<file path="config.mk">
export PLATFORM = sky130hd
export DESIGN_NAME = dualword_serial_loader
export DESIGN_NICKNAME = d
export VERILOG_FILES = /design/src/rtl/ser_ld_pkg.sv /design/src/rtl/ser_ld_sync.sv /design/src/rtl/ser_ld_shreg.sv /design/src/rtl/dualword_serial_loader.sv
export SDC_FILE = /design/constraint.sdc
export NUM_CORES = 1
export LEC_CHECK = 0
export BUFFER_PORTS_ARGS = -buffer_cell sky130_fd_sc_hd__buf_2
export CAP_MARGIN = 10
export CORE_MARGIN = 1
export CORE_UTILIZATION = 50
export CTS_CLUSTER_DIAMETER = 200
export DETAILED_ROUTE_END_ITERATION = 8
export PLACE_DENSITY_LB_ADDON = 0.12
export SYNTH_ARGS = -nofsm -noshare
export SYNTH_HDL_FRONTEND = slang
export SYNTH_SLANG_ARGS = --single-unit
</file>
<file path="constraint.sdc">
create_clock -name clk -period 2.7 [get_ports clk]
set_input_delay 0.135 -clock clk [delete_from_list [all_inputs] [get_ports clk]]
set_output_delay 0.135 -clock clk [all_outputs]
set_load 0.1 [all_outputs]
</file>
<file path="src/rtl/ser_ld_pkg.sv">
package ser_ld_pkg;
  localparam int K_W    = 4;
  localparam int M_W    = 4;
  localparam int T_W    = 4;
  localparam int F_W    = 4;
  localparam int N_W    = 8;
  localparam int R_W    = 5;
  localparam int P_W    = 1;
  localparam int CRS_W  = K_W + M_W + T_W + F_W + N_W + R_W + P_W;
  localparam int FINE_W = 32;

  // first field sent sits at the top of the shifted word
  typedef struct packed {
    logic [K_W-1:0] k;
    logic [M_W-1:0] m;
    logic [T_W-1:0] t;
    logic [F_W-1:0] f;
    logic [N_W-1:0] n;
    logic [R_W-1:0] r;
    logic [P_W-1:0] p;
  } crs_word_t;
endpackage

</file>
<file path="src/rtl/ser_ld_sync.sv">
module ser_ld_sync #(
  parameter int LINES = 1
) (
  input  logic             clk,
  input  logic             rst_n,
  input  logic [LINES-1:0] raw_i,
  output logic [LINES-1:0] lvl_o,
  output logic [LINES-1:0] rise_o
);
  logic [LINES-1:0] s1_q, s2_q, s3_q;

  generate
    for (genvar g = 0; g < LINES; g++) begin : g_line
      always_ff @(posedge clk or negedge rst_n) begin
        if (!rst_n) begin
          s1_q[g] <= 1'b0;
          s2_q[g] <= 1'b0;
          s3_q[g] <= 1'b0;
        end else begin
          s1_q[g] <= raw_i[g];
          s2_q[g] <= s1_q[g];
          s3_q[g] <= s2_q[g];
        end
      end

      assign lvl_o[g]  = s2_q[g];
      assign rise_o[g] = s2_q[g] & ~s3_q[g];


      rise_single_chk: assert property (@(posedge clk) disable iff (!rst_n)
        rise_o[g] |=> !rise_o[g]);
    end
  endgenerate
endmodule

</file>
<file path="src/rtl/ser_ld_shreg.sv">
module ser_ld_shreg #(
  parameter int W = 8
) (
  input  logic         clk,
  input  logic         rst_n,
  input  logic         step_i,
  input  logic         freeze_i,
  input  logic         bit_i,
  input  logic         load_i,
  output logic [W-1:0] hold_o,
  output logic         upd_o
);
  logic [W-1:0] shadow_q, shadow_d;
  logic [W-1:0] hold_q, hold_d;
  logic         upd_q, upd_d;
  logic         shift_en;

  assign shift_en = step_i & ~freeze_i;

  always_comb begin
    shadow_d = shadow_q;
    if (shift_en) shadow_d = {shadow_q[W-2:0], bit_i};
    hold_d = hold_q;
    if (load_i) hold_d = shadow_q;
    upd_d = load_i;
  end

  always_ff @(posedge clk or negedge rst_n) begin
    if (!rst_n) begin
      shadow_q <= '0;
      hold_q   <= '0;
      upd_q    <= 1'b0;
    end else begin
      shadow_q <= shadow_d;
      hold_q   <= hold_d;
      upd_q    <= upd_d;
    end
  end

  assign hold_o = hold_q;
  assign upd_o  = upd_q;


  upd_pulse_chk: assert property (@(posedge clk) disable iff (!rst_n)
    upd_o |=> !upd_o);

  hold_stable_chk: assert property (@(posedge clk) disable iff (!rst_n)
    !upd_o |-> $stable(hold_o));

  freeze_chk: assert property (@(posedge clk) disable iff (!rst_n)
    freeze_i |=> $stable(shadow_q));
endmodule

</file>
<file path="src/rtl/dualword_serial_loader.sv">
module dualword_serial_loader
  import ser_ld_pkg::*;
(
  input  logic              clk,
  input  logic              rst_n,
  input  logic              ser_clk,
  input  logic              crs_din,
  input  logic              crs_ld,
  input  logic              fin_din,
  input  logic              fin_ld,
  output logic [K_W-1:0]    k_fld,
  output logic [M_W-1:0]    m_fld,
  output logic [T_W-1:0]    t_fld,
  output logic [F_W-1:0]    f_fld,
  output logic [N_W-1:0]    n_fld,
  output logic [R_W-1:0]    r_fld,
  output logic              pol_fld,
  output logic [FINE_W-1:0] fine_word,
  output logic              crs_upd,
  output logic              fin_upd
);
  localparam int NLINE = 5;
  localparam int I_SCK = 0;
  localparam int I_CD  = 1;
  localparam int I_CL  = 2;
  localparam int I_FD  = 3;
  localparam int I_FL  = 4;

  logic [NLINE-1:0] raw, lvl, rise;
  logic [CRS_W-1:0] crs_hold;
  crs_word_t        crs_flds;

  assign raw = {fin_ld, fin_din, crs_ld, crs_din, ser_clk};

  ser_ld_sync #(.LINES(NLINE)) sync_i (
    .clk(clk), .rst_n(rst_n), .raw_i(raw), .lvl_o(lvl), .rise_o(rise)
  );

  ser_ld_shreg #(.W(CRS_W)) crs_i (
    .clk(clk), .rst_n(rst_n),
    .step_i(rise[I_SCK]), .freeze_i(lvl[I_CL]),
    .bit_i(lvl[I_CD]), .load_i(rise[I_CL]),
    .hold_o(crs_hold), .upd_o(crs_upd)
  );

  ser_ld_shreg #(.W(FINE_W)) fin_i (
    .clk(clk), .rst_n(rst_n),
    .step_i(rise[I_SCK]), .freeze_i(1'b0),
    .bit_i(lvl[I_FD]), .load_i(rise[I_FL]),
    .hold_o(fine_word), .upd_o(fin_upd)
  );

  assign crs_flds = crs_word_t'(crs_hold);
  assign k_fld    = crs_flds.k;
  assign m_fld    = crs_flds.m;
  assign t_fld    = crs_flds.t;
  assign f_fld    = crs_flds.f;
  assign n_fld    = crs_flds.n;
  assign r_fld    = crs_flds.r;
  assign pol_fld  = crs_flds.p[0];
endmodule

</file>
==> impl.org, run 1 <==
** Layout
- At the end of the flow the core is filled with cells to 0.618.
- Area of combinational cells with multiple inputs :: 1590 um^2
- Fill cells in the final layout number 787.
- After the flow finishes, the layout carries non-filler instances totaling 515.
- Combined flip-flop and latch cell area :: 3480 um^2
- In the final design database the tool counted 374 nets.
- The area growth from synthesis to layout is 20.5%.
- Share of cells above drive strength 1 :: 0.604
- Antenna diodes :: 0

** STA
- The worst path in the final design needs a cycle of 1650 ps, including I/O delays and setup.
- Headroom to the max-slew limit came out at 0.427.
- RSZ-0062 raised after global routing :: false
- Final Setup Violations :: 0
- Setup total negative slack on the finished layout was measured at 0 ps.
- Ratio of final minimum period to clock period :: 0.611
- Final worst clock skew :: 7.03 ps
- Static timing analysis puts the maximum clock frequency at 606 MHz.
- The count of final max-slew check failures came to 0.
- Total count of hold-check failures in the final report :: 0
- For the pin with the worst max-slew slack, the measured transition is 859 ps.
- Across all hold checks on the routed design, the worst slack comes to 261 ps.

** Die
- After floorplanning, the core was sized to cover 10200 um^2.
- Die area :: 10900 um^2
- Die extent in x :: 104 um
- Height of the die :: 104 um
- IO Pins :: 71
- The initial utilization of the core area, before any placement, comes to 0.513.
- The floorplan has 37 rows.

** Clocking
- Hold buffer count at CTS :: 6
- In this run the clock root is driven by a clkbuf_8.
- The H-tree generated during clock tree synthesis spans 4 levels.
- The longest clock path from root to sink contains 2 buffers.
- Buffers inserted during clock tree synthesis total 17.
- Post-CTS resize count :: 0
- Num Clock Sinks :: 139
- TritonCTS built the clock tree.
- Post-CTS Setup Bufs :: 0
- Clock-pin slew was measured on the worst setup and hold paths at 60 ps.
- Insertion delay to the later sink of the worst-skew pair :: 510 ps

** Synthesis
- Summing every instance area after synthesis gives 5250 um^2.
- Top post-synthesis cells by area :: dfrtp_1 66%, mux2_2 18%, mux2_4 10%
- Net Count, Synth :: 289
- Cells after Synth :: 282
- Synthesis-stage register bit count :: 139
- Per-instance average area after synthesis :: 18.6 um^2
- Number of library cell types mapped by synthesis :: 11
- Yosys warns :: 0
- Post-synth top area share :: 0.663
- The largest total area in the synthesized netlist belongs to dfrtp_1.
- Of the synthesized area, sequential elements account for 0.663.

** Global routing
- The first global-routing pass estimated 13800 um of wire.
- Vias in the first global route :: 2644
- Entering global routing, the biggest net connects 94 pins.
- GRT Overall Usage :: 0.165
- Initial antenna violation count :: 0
- For this run the aggregate overflow at the end of global routing stands at 0.

** Power and ir drop
- IR analysis of the VDD net gives a maximum drop of 0.777 mV.
- Pwr/cell area :: 1090 nW/um^2
- Overall power :: 6880 uW
- For this design the static power due to leakage is 0.00329 uW.

** Route
- The first routing iteration left 74 violations.
- After detailed routing, the number of remaining DRC violations is 0.
- For this block, the routed nets add up to 8020 um of wire.
- In the final routed layout, each cell accounts on average for 15.6 um.
- Via-per-instance ratio :: 4.96
- 1st-pass router iterations :: 3
- The routed layout has 2555 vias.
- Antenna Violating Nets Remaining :: 0

** Critical path
- Maximum fanout along the worst path :: 20
- The critical path is of the flip-flop to flip-flop type.
- Cell chain of the critical path :: nor2b_4 -> buf_4 -> mux2_2
- Worst Path Required :: 3090 ps
- Nature of the critical path startpoint :: flip-flop
- Crit path arrival time :: 2030 ps
- Cell class contributing the biggest share of worst-path delay :: flip-flops
- Critical-path top delay cell :: dfrtp_1
- Max stage delay on crit path :: 420 ps
- STA classifies the critical path endpoint as a flip-flop.
- Buffers & Inverters on Critical Path :: 1

** Status
- The flow ran to the end, and the final reports show no timing, DRC or antenna violations.

** Run
- Max-cap violations in this run came to 0.

** Place
- Instance count after placement with tap cells included :: 478
- HPWL after detailed placement :: 4640 um
- Routability-driven placement finished with a final weighted congestion of 0.656.
- Port buffering added 70 buffers.

** Hold path
- The min-delay analysis places its worst path in the category input port to async pin.
## placed cells by master (no fill, tap or decap), types with 3 or more instances in the layout
| cell type | synthesis | layout |
|---|---|---|
| mux2_4 | 35 | 35 |
| mux2_1 | 3 | 3 |
| dfrtp_1 | 139 | 139 |
| bufinv_16 | 0 | 4 |
| buf_2 | 0 | 69 |
| clkinv_4 | 0 | 4 |
| dlygate4sd3_1 | 0 | 6 |
| mux2_2 | 86 | 86 |
| clkbuf_16 | 0 | 16 |
## where the power goes
group	switching, uW	total (uW)	leakage [uW]	internal, uW
registers	220	2640	0.00184	2420
clock network	855	2360	0.000292	1500
logic	1430	1880	0.00116	452
total	2510	6880	0.00329	4370
## worst register-to-register path, cell delays in order, from the launching register on
cell	delay (ps)
dfrtp_1	420
nor2b_4	370
buf_4	350
mux2_2	380
## metrics by stage
stage	worst slack, ps	instance area (um^2)
6_report	1050	6320
5_1_grt	971	6320
4_1_cts	1010	6320
3_5_place_dp	1050	5650
3_3_place_gp	1110	5650
2_1_floorplan	1420	5250
## per-layer routing
metal  vias to the layer above  GRT usage  wire [um]  part of all wire
li1                       1168          -          -                 -
met1                      1325      0.236       4030              0.50
met2                        53      0.233       3600              0.45
met3                         9     0.0495        279             0.035
met4                         0     0.0735        107             0.013
met5                         -          0          0                 0
## worst paths after layout
| check | start | endpoint | slack [ps] | depth (start not counted) |
|---|---|---|---|---|
| worst max-delay path | sync_i.lvl_o[2] | crs_i.hold_o[16] | 1050 | 3 |
| worst min-delay path | rst_n | crs_i.hold_o[22] | 260 | 2 |
| worst max register to register | sync_i.lvl_o[2] | crs_i.hold_o[16] | 1050 | 3 |
| worst min register to register | sync_i.s1_q[2] | sync_i.lvl_o[2] | 340 | 0 |
| max in group asynchronous | rst_n | crs_i.shadow_q[19] | 1660 | 3 |
| min in group clk | ser_clk | sync_i.s1_q[0] | 270 | 2 |
## cell families after synthesis
family / after synthesis / share of synthesized area
flops: 139 / 0.663
buf+inv: 15 / 0.0358
simple gates: 4 / 0.0100
mux: 124 / 0.291
## state kept, by name, indices dropped and copies added, names as in the netlist
signal and count:
crs_i.shadow_q 30, sync_i.lvl_o 5, fin_i.upd_o 1, fin_i.shadow_q 32, crs_i.upd_o 1, sync_i.s1_q 5
crs_i.hold_o 30, sync_i.s3_q 3, fin_i.hold_o 32
## synthesized netlist by cell type (all sizes together)
cell / instances
nor3b: 1
mux2: 124
nand2b: 1
nor2b: 2
inv: 1
buf: 14
dfrtp: 139
## area by class of cell
cell class,instances,share of cell area
clock buffer,18,0.0661
clock inverter,13,0.0305
inverter,1,0.000594
multi-input combinational,128,0.251
sequential,139,0.550
tap,136,0.0269
timing repair buffer,80,0.0746
Power figures use the tool's default switching activity.
==> run 2, diff against run 1 <==
--- a/config.mk
+++ b/config.mk
@@ -5,6 +5,7 @@
 export SDC_FILE = /design/constraint.sdc
 export NUM_CORES = 1
 export LEC_CHECK = 0
+export ABC_AREA = 1
 export BUFFER_PORTS_ARGS = -buffer_cell sky130_fd_sc_hd__buf_2
 export CAP_MARGIN = 10
 export CORE_MARGIN = 1
==> constraint.sdc (replaced) <==
create_clock -name clk -period 1.53 [get_ports clk]
set_input_delay 0.0765 -clock clk [delete_from_list [all_inputs] [get_ports clk]]
set_output_delay 0.0765 -clock clk [all_outputs]
set_load 0.1 [all_outputs]
==> impl.org, run 2 <==
** Synthesis
- The register bit total from synthesis is 139 (unchanged).
- The library cell with the highest instance count after synthesis is nand2_1 (was dfrtp_1).
- Synthesized area :: 5340 um^2 (was 5250 um^2)
- Number of library cell types mapped by synthesis :: 16 (was 11)
- The area share of the leading cell type in the synthesized netlist is 0.652 (was 0.663).
- Per-instance average area after synthesis :: 10.2 um^2 (was 18.6 um^2)
- The count of yosys warnings during synthesis was 0 (unchanged).
- Share of synthesized area occupied by flip-flops and latches :: 0.652 (was 0.663)
- Net Count, Synth :: 528 (was 289)
- The cell taking the most area after synthesis was dfrtp_1 (unchanged).
- Top post-synthesis cells by area :: dfrtp_1 65%, nand2_1 15%, o21ai_2 5.1% (was dfrtp_1 66%, mux2_2 18%, mux2_4 10%)
- The number of flops mapped to enable cells by yosys is 0 (unchanged).
- List of most frequent post-synthesis cells: 218 x nand2_1, 139 x dfrtp_1, 34 x inv_1, 31 x o21ai_2, 30 x nand4_1 (was 139 x dfrtp_1, 86 x mux2_2, 35 x mux2_4, 11 x buf_6).
- Top flip-flop cell by instance count after synthesis :: dfrtp_1 (unchanged)
- Fraction of registers with async set/reset :: 1.00 (unchanged)
- The number of standard cells after synthesis came to 521 (was 282).

** Layout
- Area growth, synth to finish :: 20.4% (was 20.5%)
- The antenna cell count is 0 (unchanged).
- Count of fill cells added during filler insertion :: 879 (was 787)
- The share of cells above drive strength 1 is 0.241 (was 0.604).
- The area of all sequential standard cells came to 3480 um^2 (unchanged).
- Highest-count cells in the layout ignoring fill and taps: 218 x nand2_1, 139 x dfrtp_1, 69 x buf_2 (was 139 x dfrtp_1, 86 x mux2_2, 69 x buf_2).
- The most frequent standard cell in the layout excluding fill and tap cells was nand2_1 (was dfrtp_1).
- Final Instance Count excl. Fillers :: 743 (was 515)
- Area of combinational cells with multiple inputs :: 1490 um^2 (was 1590 um^2)
- Final layout net count :: 601 (was 374)

** Global routing
- Largest net degree at the start of global routing :: 65 (was 94)
- The overall overflow remaining after global route came to 0 (unchanged).
- Vias in the first global route :: 3396 (was 2644)
- Initial antenna violation count :: 0 (unchanged)
- First-pass GRT wire length :: 16400 um (was 13800 um)
- The total routing usage reported by global routing was 0.190 (was 0.165).

** Critical path
- Worst Path Required :: 1450 ps (was 3090 ps)
- Cell class contributing the biggest share of worst-path delay :: buffers and inverters (was flip-flops)
- Nature of the critical path startpoint :: flip-flop (unchanged)
- Cell chain of the critical path :: buf_2 (was nor2b_4 -> buf_4 -> mux2_2)
- The count of buffering cells on the critical path with inverters included came to 1 (unchanged).
- Category of the critical setup timing path :: flip-flop to primary output (was flip-flop to flip-flop)
- Critical-path top delay cell :: buf_2 (was dfrtp_1)
- Crit path arrival time :: 1330 ps (was 2030 ps)
- Maximum fanout along the worst path :: 2 (was 20)
- Critical Path Sink Type :: primary output (was flip-flop)
- Max stage delay on crit path :: 440 ps (was 420 ps)

** Die
- Die extent in x :: 105 um (was 104 um)
- The top-level I/O count was 71 (unchanged).
- Die area :: 11100 um^2 (was 10900 um^2)
- Height of the die :: 105 um (was 104 um)
- Row Count :: 37 (unchanged)
- The area of the core is 10300 um^2 (was 10200 um^2).
- The initial standard-cell utilization of the core was 0.517 (was 0.513).

** STA
- The transition time of the tightest slew-check pin was 572 ps (was 859 ps).
- The largest clock skew in the final design came to 7.29 ps (was 7.03 ps).
- The final worst hold slack came to 41.3 ps (was 261 ps).
- For this run, the top clock speed supported by timing is 712 MHz.
- Post-Route Setup TNS :: 0 ps (unchanged)
- The worst-case setup margin in the final layout came to 126 ps (was 1050 ps).
- Ratio of final minimum period to clock period :: 0.918
- Relative slew margins :: 0.619 (was 0.427)
- The count of endpoints failing hold in the final timing report was 0 (unchanged).
- RSZ-0062 raised after global routing: false (unchanged).
- Final Setup Violations :: 0 (unchanged)
- Final min period :: 1400 ps
- Number of max-slew violations in the final report :: 0 (unchanged)

** Place
- The number of port buffers was 70 (unchanged).
- The global placer's final weighted congestion is 0.756 (was 0.656).
- The detailed placement HPWL was 5740 um (was 4640 um).
- Worst slack after detailed placement :: 231 ps (was 1050 ps)
- Instance count after placement with tap cells included :: 705 (was 478)

** Run
- The reported max-cap violation count is 0 (unchanged).

** Clocking
- Number of levels in the clock H-tree :: 4 (unchanged)
- Insertion delay to the later sink of the worst-skew pair :: 520 ps (was 510 ps)
- The maximum number of buffers from clock root to sink is 2 (unchanged).
- CTS root buf :: clkbuf_8 (unchanged)
- Cts bufs inserted :: 17 (unchanged)
- The CTS tree is built (unchanged).
- Clock slew seen by the registers of the worst setup and hold paths :: 60 ps (about the same)
- The number of sinks handled by clock tree synthesis was 139 (unchanged).
- Post-CTS Setup Bufs :: 0 (unchanged)

** Route
- The total length of routed wires was 9220 um (was 8020 um).
- The ratio of routed vias to standard cells is 4.77 (was 4.96).
- Drt drc :: 0 (unchanged)
- 1st-pass router iterations :: 4 (was 3)
- The number of nets still failing antenna checks after routing was 0 (unchanged).
- The detailed-route wire length per cell was 12.4 um (was 15.6 um).
- The number of vias in the routed layout was 3544 (was 2555).
- The count of routing violations after the opening detailed-route iteration was 181 (was 74).

** Hold path
- The type of the tightest min-delay check was input port to async pin (unchanged).

** Power and ir drop
- Overall power :: 10100 uW (was 6880 uW)
- IR Drop Worst-Case VDD :: 0.978 mV (was 0.777 mV)
- The power per cell area was 1580 nW/um^2 (was 1090 nW/um^2).
- The leakage power total came to 0.00343 uW (was 0.00329 uW).

** Status
- Status: complete, no violations (unchanged).
==> run 2: cell count changes after synthesis, sizes merged, moves of 17 or more <==
cell / delta
o21ai: +62
buf: +17
nand4: +30
nand2: +220
inv: +36
mux2: -124
==> run 2: worst paths after layout <==
check / startpoint / end / slack (ps) / cells after the start
setup reg to reg: sync_i.s3_q[0] / fin_i.shadow_q[12] / 230 / 4
hold / removal: rst_n / crs_i.hold_o[13] / 40 / 2
min in group clk: fin_ld / sync_i.s1_q[4] / 200 / 2
hold reg to reg: sync_i.s1_q[0] / sync_i.lvl_o[0] / 350 / 0
max in group asynchronous: rst_n / fin_i.hold_o[12] / 920 / 3
setup / recovery: fin_i.hold_o[0] / fine_word[0] / 130 / 1
==> run 2: power breakdown <==
part / internal, uW / switching (uW) / leakage (uW)
logic: 278 / 1420 / 0.00123
clock network: 2880 / 1430 / 0.000314
registers: 3960 / 164 / 0.00188
total: 7120 / 3020 / 0.00343
==> run 2: final cells by class <==
type                    instances  share of cell area
repair buffers                 85              0.0792
clock inverters                 4              0.0152
clock buffers                  28              0.0849
well taps                     136              0.0265
multi-input cells             314               0.231
inverters                      37              0.0220
flip-flops and latches        139               0.541
==> run 2: metal layers <==
layer  vias up  part of all wire  track usage
li1       1793                 -            -
met1      1678              0.50        0.266
met2        63              0.45        0.275
met3        10             0.042       0.0588
met4         0             0.012       0.0785
met5         -                 0            0
==> run 2: repair_timing <==
item / CTS / global route
resized for setup: 0 / 0
endpoints found under the hold margin: 144 / 0
hold buffers: 6 / 0
==> run 2: stage by stage <==
step                cell area (um^2)  utilization
global route                    6430        0.623
global placement                5730        0.555
detailed placement              5730        0.555
floorplan                       5340            -
finish                          6430        0.623
CTS                             6430        0.623
==> run 2: logic make-up after synthesis <==
| group | after synthesis | share of synthesized area |
|---|---|---|
| buf+inv | 68 | 0.0701 |
| flops | 139 | 0.652 |
| compound gates | 62 | 0.0799 |
| simple gates | 252 | 0.198 |
==> run 2: worst register-to-register path: stages, from the launching register on <==
cell and delay, ps:
dfrtp_1 390, inv_4 210, nand2_8 300, nand2_1 220, o21ai_2 60
==> run 3, diff against run 2 <==
==> constraint.sdc (replaced) <==
create_clock -name clk -period 1.6 [get_ports clk]
set_input_delay 0.08 -clock clk [delete_from_list [all_inputs] [get_ports clk]]
set_output_delay 0.08 -clock clk [all_outputs]
set_load 0.1 [all_outputs]
==> impl.org, run 3 (same netlist as run 2, synthesis figures left out) <==
** Critical path
- The top fanout value on the critical path was 63 (was 2).
- FF-to-FF Start :: sync_i.lvl_o[0] (was sync_i.s3_q[0])
- The required time reported for the critical path endpoint came to 1990 ps (was 1450 ps).
- The count of buffering cells on the critical path with inverters included is 0 (was 1).
- Register-to-Register Setup Slack :: 180 ps (was 230 ps)
- The cell count of the worst reg-to-reg path was 3 (was 4).
- Cell chain of the critical path: nand2_8 -> nand2_1 -> o21ai_2 (was buf_2).
- Max stage delay on crit path :: 650 ps (was 440 ps)
- Cell class contributing the biggest share of worst-path delay :: flip-flops (was buffers and inverters)
- Nature of the critical path startpoint :: flip-flop (unchanged)
- The slowest cell on the critical path is dfrtp_1 (was buf_2).
- Category of the critical setup timing path :: flip-flop to flip-flop (was flip-flop to primary output)
- The element type at the critical path end is a flip-flop (was primary output).
- Worst r2r dst :: fin_i.shadow_q[31] (was fin_i.shadow_q[12])
- The signal arrival time at the worst endpoint was 1820 ps (was 1330 ps).
- The timing endpoint of the critical path was fin_i.shadow_q[31] (was fine_word[0]).
- The count of cell instances traversed by the critical path is 3 (was 1).
- Launching instance or port of the critical path :: sync_i.lvl_o[0] (was fin_i.hold_o[0])

** Place
- The global placer's final weighted congestion came to 0.715 (was 0.756).
- IO buf count :: 70 (unchanged)
- The detailed placement HPWL was 6060 um (was 5740 um).

** STA
- Relative slew margins :: 0.619 (about the same)
- The clock period could shrink to 1420 ps.
- Post-Route Setup TNS :: 0 ps (unchanged)
- The largest clock skew in the final design was 6.90 ps (was 7.29 ps).
- Based on the critical path, the design can be clocked at up to 703 MHz.
- Slew @ Worst Pin :: 571 ps (was 572 ps)
- The count of final max-slew check failures was 0 (unchanged).
- Ratio of final minimum period to clock period :: 0.890
- The final worst hold slack came to 62.0 ps (was 41.3 ps).
- The count of endpoints failing hold in the final timing report came to 0 (unchanged).
- Final Setup Violations :: 0 (unchanged)
- RSZ-0062 raised after global routing :: false (unchanged)

** Power and ir drop
- The power per cell area is 1520 nW/um^2 (was 1580 nW/um^2).
- Sw Share :: 0.304 (was 0.298)
- The power share of the clock group came to 0.429 (was 0.425).
- The share of power burned in registers was 0.404 (was 0.407).
- Net switching component of the power :: 2980 uW (was 3020 uW)
- The internal power is 6820 uW (was 7120 uW).
- IR Drop Worst-Case VDD :: 0.949 mV (was 0.978 mV)
- Leakage power :: 0.00343 uW (about the same)
- The combinational share of power came to 0.167 (was 0.168).

** Global routing
- The first-pass GRT wire length came to 17100 um (was 16400 um).
- GRT Overall Usage :: 0.197 (was 0.190)
- The overall overflow remaining after global route was 0 (unchanged).
- The number of antenna violations at the first check in global routing was 0 (unchanged).
- Vias in the first global route :: 3626 (was 3396)
- Largest net degree at the start of global routing :: 65 (unchanged)

** Layout
- Most common cell after layout, fill and taps aside :: nand2_1 (unchanged)
- Antenna diodes :: 0 (unchanged)
- The number of nets at the end of the flow is 601 (unchanged).
- The area overhead of the layout relative to synthesis is 20.6% (was 20.4%).
- The layout filler cell count was 823 (was 879).
- Share of cells above drive strength 1 :: 0.242 (was 0.241)
- Highest-count cells in the layout ignoring fill and taps :: 218 x nand2_1, 139 x dfrtp_1, 69 x buf_2 (unchanged)

** Die
- Height of the die :: 105 um (unchanged)
- The initial standard-cell utilization of the core is 0.517 (unchanged).
- The number of rows created at floorplan came to 37 (unchanged).
- Die extent in x :: 105 um (unchanged)
- The top-level I/O count was 71 (unchanged).
- Die area :: 11100 um^2 (unchanged)
- The area of the core came to 10300 um^2 (unchanged).

** Clocking
- CTS root buf :: clkbuf_8 (unchanged)
- Insertion delay to the later sink of the worst-skew pair :: 520 ps (about the same)
- The number of buffers created by CTS was 17 (unchanged).
- The CTS tree is built (unchanged).
- Num Clock Sinks :: 139 (unchanged)
- Clock slew seen by the registers of the worst setup and hold paths :: 60 ps (about the same)
- Number of levels in the clock H-tree :: 4 (unchanged)
- The maximum number of buffers from clock root to sink is 2 (unchanged).

** Route
- Antenna Violating Nets Remaining :: 0 (unchanged)
- Drt drc :: 0 (unchanged)
- Per-cell routed wire length :: 13.0 um (was 12.4 um)
- 1st-pass router iterations :: 5 (was 4)
- Iteration-0 DRC Markers :: 143 (was 181)
- The total length of routed wires came to 9690 um (was 9220 um).
- The number of vias in the routed layout is 3645 (was 3544).
- Via-per-instance ratio :: 4.91 (was 4.77)

** Run
- The reported max-cap violation count is 0 (unchanged).

** Status
- Status :: complete, no violations (unchanged)

** Hold path
- Worst min-delay path category :: input port to async pin (unchanged)
## run 3: cell count changes in the layout (fill, tap and decap cells not counted), sizes merged
cell,before,now
clkinvlp,1,2
clkinv,0,5
clkbuf,28,20
bufinv,3,5
## run 3: worst min-delay path by stage
stage | end | depth (start not counted) | slack (ps) | from
after floorplan | crs_i.hold_o[0] | 0 | -220 | rst_n
after global placement | crs_i.hold_o[14] | 1 | 60 | rst_n
after detailed placement | crs_i.hold_o[14] | 1 | 70 | rst_n
after CTS | crs_i.hold_o[14] | 2 | 80 | rst_n
after global routing | crs_i.hold_o[14] | 2 | 100 | rst_n
final | crs_i.hold_o[14] | 2 | 60 | rst_n
## run 3: metrics by stage
stage          setup WS (ps)  area [um^2]  instances  total power [uW]  utilization
6_report                 177         6440        743              9800        0.624
3_3_place_gp             269         5740        705              5620        0.556
3_5_place_dp             191         5740        705              5650        0.556
5_1_grt                 69.3         6440        743             10200        0.624
4_1_cts                  163         6440        743              9890        0.624
2_1_floorplan            436         5340        521              5330            -
## run 3: power by group through the flow
stage / logic, uW / clock network (uW) / registers [uW]
3_3_place_gp: 1620 / 0 / 4000
2_1_floorplan: 421 / 0 / 4910
3_5_place_dp: 1640 / 0 / 4010
4_1_cts: 1660 / 4280 / 3950
5_1_grt: 1750 / 4430 / 3990
6_report: 1640 / 4200 / 3960
## run 3: area by class of cell
class / instances / area (um^2) / share of cell area
Clock inverter: 12 / 194 / 0.0301
Sequential cell: 139 / 3480 / 0.540
Timing Repair Buffer: 85 / 522 / 0.0810
Tap cell: 136 / 170 / 0.0264
Clock buffer: 20 / 445 / 0.0692
Multi-Input combinational cell: 314 / 1490 / 0.231
Inverter: 37 / 141 / 0.0220
## run 3: timing repair
action / in CTS / in global routing
hold endpoints to repair: 144 / 0
setup endpoints to repair: 0 / 0
setup buffers: 0 / 0
gates resized for setup: 0 / 0
hold buffers: 6 / 0
## run 3: routing by layer
metal  GRT usage  vias to the layer above  part of all wire
li1            -                     1798                 -
met1       0.270                     1768              0.48
met2       0.295                       69              0.47
met3      0.0600                       10             0.041
met4      0.0795                        0            0.0099
met5           0                        -                 0
